`config.mk`:
```
export PLATFORM = sky130hd
export DESIGN_NAME = swallow_divider
export DESIGN_NICKNAME = d
export VERILOG_FILES = /design/src/rtl/swdiv_pkg.sv /design/src/rtl/swdiv_prescaler.sv /design/src/rtl/swdiv_sequencer.sv /design/src/rtl/swallow_divider.sv
export SDC_FILE = /design/constraint.sdc
export NUM_CORES = 1
export LEC_CHECK = 0
export BUFFER_PORTS_ARGS = -buffer_cell sky130_fd_sc_hd__buf_2
export CELL_PAD_IN_SITES_DETAIL_PLACEMENT = 1
export CELL_PAD_IN_SITES_GLOBAL_PLACEMENT = 1
export CORE_UTILIZATION = 45
export CTS_BUF_LIST = sky130_fd_sc_hd__clkbuf_4
export CTS_CLUSTER_SIZE = 40
export DETAILED_ROUTE_END_ITERATION = 10
export PLACE_DENSITY = 0.86
export SLEW_MARGIN = 20
export SYNTH_ARGS = -nofsm -noshare
export SYNTH_HDL_FRONTEND = slang
export SYNTH_SLANG_ARGS = --single-unit
```
`constraint.sdc`:
```
create_clock -name clk -period 3.5 [get_ports clk]
set_clock_uncertainty 0.1 [all_clocks]
set_input_delay 0.35 -clock clk [delete_from_list [all_inputs] [get_ports clk]]
set_output_delay 0.35 -clock clk [all_outputs]
set_load 0.02 [all_outputs]
```
`src/rtl/swdiv_pkg.sv`:
```
package swdiv_pkg;
    // Default field widths and prescaler base modulus
    localparam int SW_A_W    = 6;
    localparam int SW_B_W    = 13;
    localparam int SW_PSEL_W = 2;
    localparam int SW_BASE   = 8;
    // Smallest legal main count
    localparam int SW_B_MIN  = 3;
endpackage

```
`src/rtl/swdiv_prescaler.sv`:
```
// Dual-modulus prescaler model: counts P or P+1 input clocks per sub-cycle.
module swdiv_prescaler #(
    parameter int PSEL_W = swdiv_pkg::SW_PSEL_W,
    parameter int BASE   = swdiv_pkg::SW_BASE,
    localparam int MAX_MOD = (BASE << ((1 << PSEL_W) - 1)) + 1,
    localparam int CNT_W   = $clog2(MAX_MOD + 1)
) (
    input  logic              clk,
    input  logic              rst_n,
    input  logic              hold,
    input  logic [PSEL_W-1:0] psel,
    input  logic              plus,
    output logic              sub_end
);
    typedef struct packed {
        logic [CNT_W-1:0] cnt;
    } pre_t;

    pre_t             st_d, st_q;
    logic [CNT_W-1:0] last_cnt;

    // Terminal count is modulus minus one; modulus = BASE*2^psel (+1)
    always_comb begin
        last_cnt = (CNT_W'(BASE) << psel) + CNT_W'(plus) - CNT_W'(1);
        sub_end  = !hold && (st_q.cnt == last_cnt);
        st_d     = st_q;
        if (hold || sub_end) begin
            st_d.cnt = '0;
        end else begin
            st_d.cnt = st_q.cnt + CNT_W'(1);
        end
    end

    always_ff @(posedge clk or negedge rst_n) begin
        if (!rst_n) begin
            st_q <= '0;
        end else begin
            st_q <= st_d;
        end
    end
endmodule

```
`src/rtl/swdiv_sequencer.sv`:
```
// Swallow and main counters, configuration capture, output pulse, legality flag.
module swdiv_sequencer #(
    parameter int A_W    = swdiv_pkg::SW_A_W,
    parameter int B_W    = swdiv_pkg::SW_B_W,
    parameter int PSEL_W = swdiv_pkg::SW_PSEL_W
) (
    input  logic              clk,
    input  logic              rst_n,
    input  logic              hold,
    input  logic              sub_end,
    input  logic [A_W-1:0]    a_in,
    input  logic [B_W-1:0]    b_in,
    input  logic [PSEL_W-1:0] psel_in,
    output logic [PSEL_W-1:0] psel_act,
    output logic              plus,
    output logic              pulse,
    output logic              bad
);
    localparam logic [B_W-1:0] B_MIN = B_W'(swdiv_pkg::SW_B_MIN);

    typedef struct packed {
        logic [A_W-1:0]    a_left;
        logic [B_W-1:0]    b_left;
        logic [PSEL_W-1:0] psel;
        logic              pulse;
        logic              bad;
    } seq_t;

    seq_t st_d, st_q;
    logic illegal;
    logic last_sub;

    // A above B, or B below the minimum
    assign illegal  = (B_W'(a_in) > b_in) || (b_in < B_MIN);
    // Final sub-cycle of the period (also ends a degenerate zero/one count)
    assign last_sub = (st_q.b_left <= B_W'(1));

    always_comb begin
        st_d       = st_q;
        st_d.pulse = 1'b0;
        if (hold) begin
            // sit at load state
            st_d.a_left = a_in;
            st_d.b_left = b_in;
            st_d.psel   = psel_in;
            st_d.bad    = illegal;
        end else if (sub_end) begin
            if (last_sub) begin
                // settings captured only at the period boundary
                st_d.a_left = a_in;
                st_d.b_left = b_in;
                st_d.psel   = psel_in;
                st_d.bad    = illegal;
                st_d.pulse  = 1'b1;
            end else begin
                st_d.b_left = st_q.b_left - B_W'(1);
                if (st_q.a_left != '0) begin
                    st_d.a_left = st_q.a_left - A_W'(1);
                end
            end
        end
    end

    always_ff @(posedge clk or negedge rst_n) begin
        if (!rst_n) begin
            st_q <= '0;
        end else begin
            st_q <= st_d;
        end
    end

    assign psel_act = st_q.psel;
    assign plus     = (st_q.a_left != '0);
    assign pulse    = st_q.pulse;
    assign bad      = st_q.bad;
endmodule

```
`src/rtl/swallow_divider.sv`:
```
// Top: pulse-swallow feedback divider, N = B*P + A.
module swallow_divider #(
    parameter int A_W    = swdiv_pkg::SW_A_W,
    parameter int B_W    = swdiv_pkg::SW_B_W,
    parameter int PSEL_W = swdiv_pkg::SW_PSEL_W,
    parameter int BASE   = swdiv_pkg::SW_BASE
) (
    input  logic              clk,
    input  logic              rst_n,
    input  logic              cnt_rst,
    input  logic              pwr_dn,
    input  logic [PSEL_W-1:0] psel,
    input  logic [A_W-1:0]    a_val,
    input  logic [B_W-1:0]    b_val,
    output logic              div_out,
    output logic              mod_ctl,
    output logic              cfg_bad
);
    logic              hold;
    logic              sub_end;
    logic              plus;
    logic [PSEL_W-1:0] psel_act;

    assign hold = cnt_rst | pwr_dn;

    swdiv_prescaler #(
        .PSEL_W (PSEL_W),
        .BASE   (BASE)
    ) u_pre (
        .clk     (clk),
        .rst_n   (rst_n),
        .hold    (hold),
        .psel    (psel_act),
        .plus    (plus),
        .sub_end (sub_end)
    );

    swdiv_sequencer #(
        .A_W    (A_W),
        .B_W    (B_W),
        .PSEL_W (PSEL_W)
    ) u_seq (
        .clk      (clk),
        .rst_n    (rst_n),
        .hold     (hold),
        .sub_end  (sub_end),
        .a_in     (a_val),
        .b_in     (b_val),
        .psel_in  (psel),
        .psel_act (psel_act),
        .plus     (plus),
        .pulse    (div_out),
        .bad      (cfg_bad)
    );

    assign mod_ctl = plus;
endmodule

```
==> results.md, run 1 <==
* Run status: finished, final reports clean
* Post-synthesis register bit count at 30
* Static leakage at around 1.1 nW
* Syn Std Cell Area at 0.00220 mm²
* Post-CTS resize count at 0
* RSZ-0062 raised after global routing: false
* Global placement routability congestion at about 0.84
* # setup viols final at 0
* Post-Syn Instances at around 250
* Drt pass-1 iters at 4
* Rel. slew slack at a little over half
* Die height at 71.9 µm
* Post-DR wirelength/cell at about 18 µm
* Via/cell ratio at between 5 and 6
* Critical Path Start Type: flip-flop
* Final sum of negative setup slack at 0 ns
* Critical Path Sink Type: flip-flop
* IO buf count at 27
* Hold_ws at 0.135 ns
* Final Util at roughly 52%
* Cell row count at 25
* Multi-input gate area at between 0.001 and 0.0015 mm²
* Post-DP HPWL at roughly 4900 µm
* Grt total ovfl at 0
* Avg Cell Area, Syn at 8.85 µm²
* CP max FO at 10
* Ys flop type: dfrtp_1
* Number of synthesized flops with an enable pin at 0
* Sequential area share after synthesis at 34.2%
* DR iter-0 viols at about 110
* Pwr/cell area at about 340 mW/mm²
* Final min period at about 3.3 ns
* WP data required at about 3.6 ns
* Met2 routed WL at approximately 3200 µm
* Metal-1 WL at approximately 2900 µm
* Synthesis Warnings at 0
* Drt drc at 0
* Measured slew at the worst slew-check pin at slightly below 0.7 ns
* Clock buffer depth at 2
* Final slew viol count at 0
* Max Cap Viol at 0
* Vias in the first global route at ~2200
* Register area at ~750 µm²
* WL met3 at 186 µm
* Initial antenna violation count at 0
* CTS Buf Count at 5
* Share of layout cells above drive strength 1 at 21.2%
* Worst Path Arrival at 3.40 ns
* CTS sink count at 30
* CTS tree: built
* Root Buffer: clkbuf_4
* Non-filler cells, final at 350
* Core ar. at 0.00472 mm²
* Die Area at 0.00516 mm²
* Commonest cells after routing, fill and taps aside: dfrtp_1, nor2_1, nand2_1
* Final Hold Vio Count at 0
* Nets@finish at roughly 320
* Total Power Consumption at ~0.84 mW
* VDD IR max at about 0.00014 V
* Final wirelength at 6380 µm
* Uppermost routed layer: met4
* Largest net degree at the start of global routing at 31
* # fillers at ~600
* Die Wd at just over 70 µm
* P&R area growth vs syn at 12.4%
* GRT Total Usage at between 20 and 30%
* First-pass GRT wire length at roughly 11000 µm
* Io pins at 28
* CP Class: flip-flop to flip-flop
* Fmax at 307 MHz
* Commonest non-fill, non-tap cell in the layout: dfrtp_1
* HP Class: input port to flip-flop
* Syn Nets at about 280
* Final period util at 93.2%
* Clock latency on the worst-skew pair at around 0.34 ns
* Ant diodes at 0
* Async SR Flop Fraction at 100%
* DR vias at roughly 2100
* Starting Density at approximately 46%
* Clock Pin Slew Worst Setup and Hold Paths at 0.10 ns
* Antenna-violating nets left at 0
* CTS H-tree lvls at 2
* Post-synthesis cell type count at 57
* Dpl cells at between 300 and 400
[power breakdown]
part | internal [mW] | total (mW) | switching (mW)
sequential | 0.371 | 0.405 | 0.0342
combinational | 0.0925 | 0.224 | 0.131
clock | 0.0830 | 0.212 | 0.129
total | 0.546 | 0.840 | 0.294
[area by class of cell]
cell class	instances	share of cell area (%)
clock buffers	6	1.83
multi-input cells	194	53.5
clock inverters	2	0.355
flip-flops and latches	30	30.4
inverters	16	2.43
well taps	67	3.40
repair buffers	35	8.01
[kinds of logic (layout without fill, tap and decap cells)]
| kind of cell | after synthesis | after routing | synth area share [%] |
|---|---|---|---|
| multiplexers | 5 | 5 | 2.68 |
| XOR/XNOR | 10 | 10 | 3.99 |
| buffers and inverters | 24 | 59 | 5.64 |
| AND/OR/NAND/NOR | 108 | 108 | 24.8 |
| flip-flops | 30 | 30 | 34.2 |
| AO/OA/AOI/OAI | 60 | 60 | 22.4 |
| adder cells (fa/ha/maj) | 11 | 11 | 6.27 |
[worst paths after layout]
check | from | end | slack [ns] | cells past startpoint
min in group asynchronous | rst_n | u_seq.st_q[12] | 0.48 | 2
hold / removal | b_val[10] | u_seq.st_q[14] | 0.13 | 2
setup reg to reg | u_seq.st_q[17] | u_seq.st_q[12] | 0.24 | 13
hold reg to reg | u_pre.st_q[0] | u_pre.st_q[0] | 0.41 | 1
setup / recovery | u_seq.st_q[17] | u_seq.st_q[12] | 0.24 | 13
max in group asynchronous | rst_n | u_pre.st_q[6] | 2.38 | 2
[what timing repair did]
item                                    CTS  global route
hold buffers                              1             0
endpoints found under the hold margin    30             0
endpoints found under the setup margin    0             0
buffers inserted                          0             0
[sequential cells by signal, indices dropped and copies added (netlist names)]
signal and count:
u_seq.pulse 1, u_seq.bad 1, u_seq.st_q 19, u_pre.st_q 7, u_seq.psel_act 2
[cell usage after synthesis (3+ instances only)]
library cell   n  area share [%]
dfrtp_1       30              34
nand2_1       28             4.8
nor2_1        28             4.8
inv_1         15             2.6
nor3_1        14             3.2
ha_1          11             6.3
nor4_1         7             2.0
a21oi_1        6             1.4
a221o_1        6             2.7
o21ai_0        6             1.4
xnor2_1        6             2.4
a31oi_1        5             1.4
a211o_1        4             1.6
a41oi_1        4             1.6
and3_1         4             1.1
xor2_1         4             1.6
a21oi_2        3             1.2
clkbuf_1       3            0.51
nand2b_1       3            0.85
nand3_1        3            0.68
nand4_1        3            0.85
nor4b_1        3             1.2
o2bb2ai_1      3             1.2
o31ai_1        3             1.0
or2_2          3            0.85
or3_1          3            0.85
[per-layer routing]
metal / global-route usage (%) / vias to the layer above
met5: 0 / -
met4: 7.84 / 0
met3: 4.22 / 8
met2: 46.2 / 45
met1: 36.6 / 1050
li1: - / 990
[per-stage QoR]
| step | setup WS [ns] | area [µm²] |
|---|---|---|
| finish | 0.238 | 2470 |
| global route | 0.0231 | 2470 |
| CTS | 0.255 | 2470 |
| global placement | 0.440 | 2400 |
| detailed placement | 0.293 | 2400 |
| floorplan | 0.523 | 2200 |
[critical path, stage by stage, from the launching register on]
cell     delay (ns)
dfrtp_1        0.41
inv_1          0.09
ha_1           0.21
or3b_4         0.43
nor2_2         0.24
ha_1           0.20
xnor2_1        0.15
xnor2_1        0.10
nor2_1         0.11
buf_4          0.17
and3_1         0.34
buf_4          0.25
a21oi_1        0.09
a211o_1        0.27
Power figures use the tool's default switching activity.
==> run 2: changes to the inputs <==
- SETUP_SLACK_MARGIN: default -> 0.4
==> run 2 against run 1 <==
Via count grew 3.6%. Final cell count increased by 2.6%. Register-to-register slack improved by 0.25 ns.
==> results.md, run 2 (same netlist as run 1, synthesis figures left out) <==
* Clock buffer depth at 2
* Vias in the first global route at between 2000 and 2500
* Die height at 71.9 µm
* Post-DP HPWL at 4900 µm
* Via/cell ratio at slightly above 6
* Commonest non-fill, non-tap cell in the layout: dfrtp_1
* Io pins at 28
* Final Cell Area at 0.00255 mm²
* VDD IR max at 0.000145 V
* IO buf count at 27
* Buf/Inv on CP at 2
* Static leakage at around 1.1 nW
* Grt total ovfl at 0
* Pwr/cell area at ~340 mW/mm²
* CTS tree: built
* Drt pass-1 iters at 4
* Fmax at 332 MHz
* Cells on Worst Hold Path at 2
* Critical Path Sink Type: flip-flop
* # fillers at about 600
* Final slew viol count at 0
* Top delay family on crit path: compound AO/OA/AOI/OAI gates
* Rel. slew slack at between 50% and 60%
* Final sum of negative setup slack at 0 ns
* Slowest Stage Delay on Critical Path at roughly 0.43 ns
* R2R depth at 9
* Measured slew at the worst slew-check pin at about 0.7 ns
* Nets@finish at 327
* CP max FO at 10
* Commonest cells after routing, fill and taps aside: dfrtp_1, nor2_1, nand2_1
* Hold path endpoint: u_seq.st_q[14]
* WP data required at roughly 3.7 ns
* Capture point of the worst reg-to-reg path: u_seq.st_q[12]
* Post-DR wirelength/cell at between 15 and 20 µm
* Run status: finished, final reports clean
* DR vias at 2168
* Critical Path Start Type: flip-flop
* # setup viols final at 0
* HP Class: input port to flip-flop
* Root Buffer: clkbuf_4
* Largest net degree at the start of global routing at 31
* GRT Total Usage at a little over a quarter
* Die Area at 0.00516 mm²
* Share of layout cells above drive strength 1 at 24.3%
* First-pass GRT wire length at around 11000 µm
* CP Cell Sequence: inv_1 > ha_2 > or3b_4 > mux2_4 > a221oi_4 > and3_4 > buf_4 > a21oi_1 > a211o_1
* DR iter-0 viols at 154
* Hold Path Origin: b_val[10]
* Clock latency on the worst-skew pair at between 0.3 and 0.4 ns
* Register-to-register path setup slack at roughly 0.49 ns
* Reg-to-reg critical path startpoint: u_seq.st_q[17]
* Hold_ws at roughly 0.12 ns
* Antenna-violating nets left at 0
* P&R area growth vs syn at 16.2%
* CTS sink count at 30
* Top reg by flops: u_seq.st_q
* Final wirelength at 6990 µm
* CTS Buf Count at 5
* Area after DPL at about 0.0024 mm²
* Max Cap Viol at 0
* Clock Pin Slew Worst Setup and Hold Paths at 0.11 ns
* Critical-path cell with the highest stage delay: or3b_4
* Worst Path Arrival at 3.17 ns
* Final min period at 3.01 ns
* Global placement routability congestion at around 0.84
* Non-filler cells, final at approximately 360
* Starting Density at 46.5%
* Final period util at approximately 86%
* Dpl cells at approximately 340
* Cell row count at 25
* Core ar. at ~0.0047 mm²
* Initial antenna violation count at 0
* Ant diodes at 0
* CTS H-tree lvls at 2
* Drt drc at 0
* RSZ-0062 raised after global routing: true
* Die Wd at about 70 µm
* Max reg flops at 19
* Final Hold Vio Count at 0
* CP Class: flip-flop to flip-flop
## run 2: how the worst max path moves through the flow
stage / from / endpoint / slack, ns / cells past startpoint
floorplan: u_seq.st_q[17] / u_seq.psel_act[1] / 0.52 / 11
global placement: u_seq.st_q[17] / u_seq.st_q[8] / 0.44 / 13
detailed placement: u_seq.st_q[17] / u_seq.st_q[8] / 0.29 / 13
CTS: u_seq.st_q[17] / u_seq.st_q[5] / 0.40 / 13
global route: u_seq.st_q[17] / u_seq.st_q[12] / 0.37 / 13
finish: u_seq.st_q[17] / u_seq.st_q[12] / 0.49 / 9
## run 2: timing repair
item	CTS	global route
hold buffers	1	0
endpoints found under the setup margin	14	20
hold endpoints to repair	30	0
gates resized for setup	2	3
buffers inserted	0	9
pin swaps	1	3
## run 2: layer usage
| metal | part of all wire [%] | global-route usage (%) |
|---|---|---|
| met5 | 0 | 0 |
| met4 | 1.5 | 8.28 |
| met3 | 4.3 | 4.36 |
| met2 | 51 | 46.1 |
| met1 | 43 | 36.5 |
## run 2: worst reg2reg max path: stages, from the launching register on
cell and delay, ns:
dfrtp_1 0.42, inv_1 0.10, ha_2 0.21, or3b_4 0.43
mux2_4 0.33, a221oi_4 0.43, and3_4 0.33, buf_4 0.21
a21oi_1 0.10, a211o_1 0.27
## run 2: cell type report
cell class              instances  area, µm²  area share, %
clock buffers                   6       45.0           1.77
clock inverters                 2       8.76          0.343
inverters                      16       60.1           2.35
multi-input cells             194       1330           52.3
flip-flops and latches         30        751           29.4
well taps                      67       83.8           3.29
repair buffers                 44        269           10.5
## run 2: through the flow
step	setup slack (ns)	util, %	power, mW
floorplan	0.523	-	0.563
global placement	0.440	50.9	0.624
detailed placement	0.293	50.9	0.632
CTS	0.403	52.4	0.848
global route	0.374	54.0	0.913
finish	0.489	54.0	0.876
## run 2: report_power, final
group          switching, mW  internal [mW]
Sequential            0.0347          0.371
Combinational          0.144          0.108
Clock                  0.137         0.0830
Total                  0.315          0.561
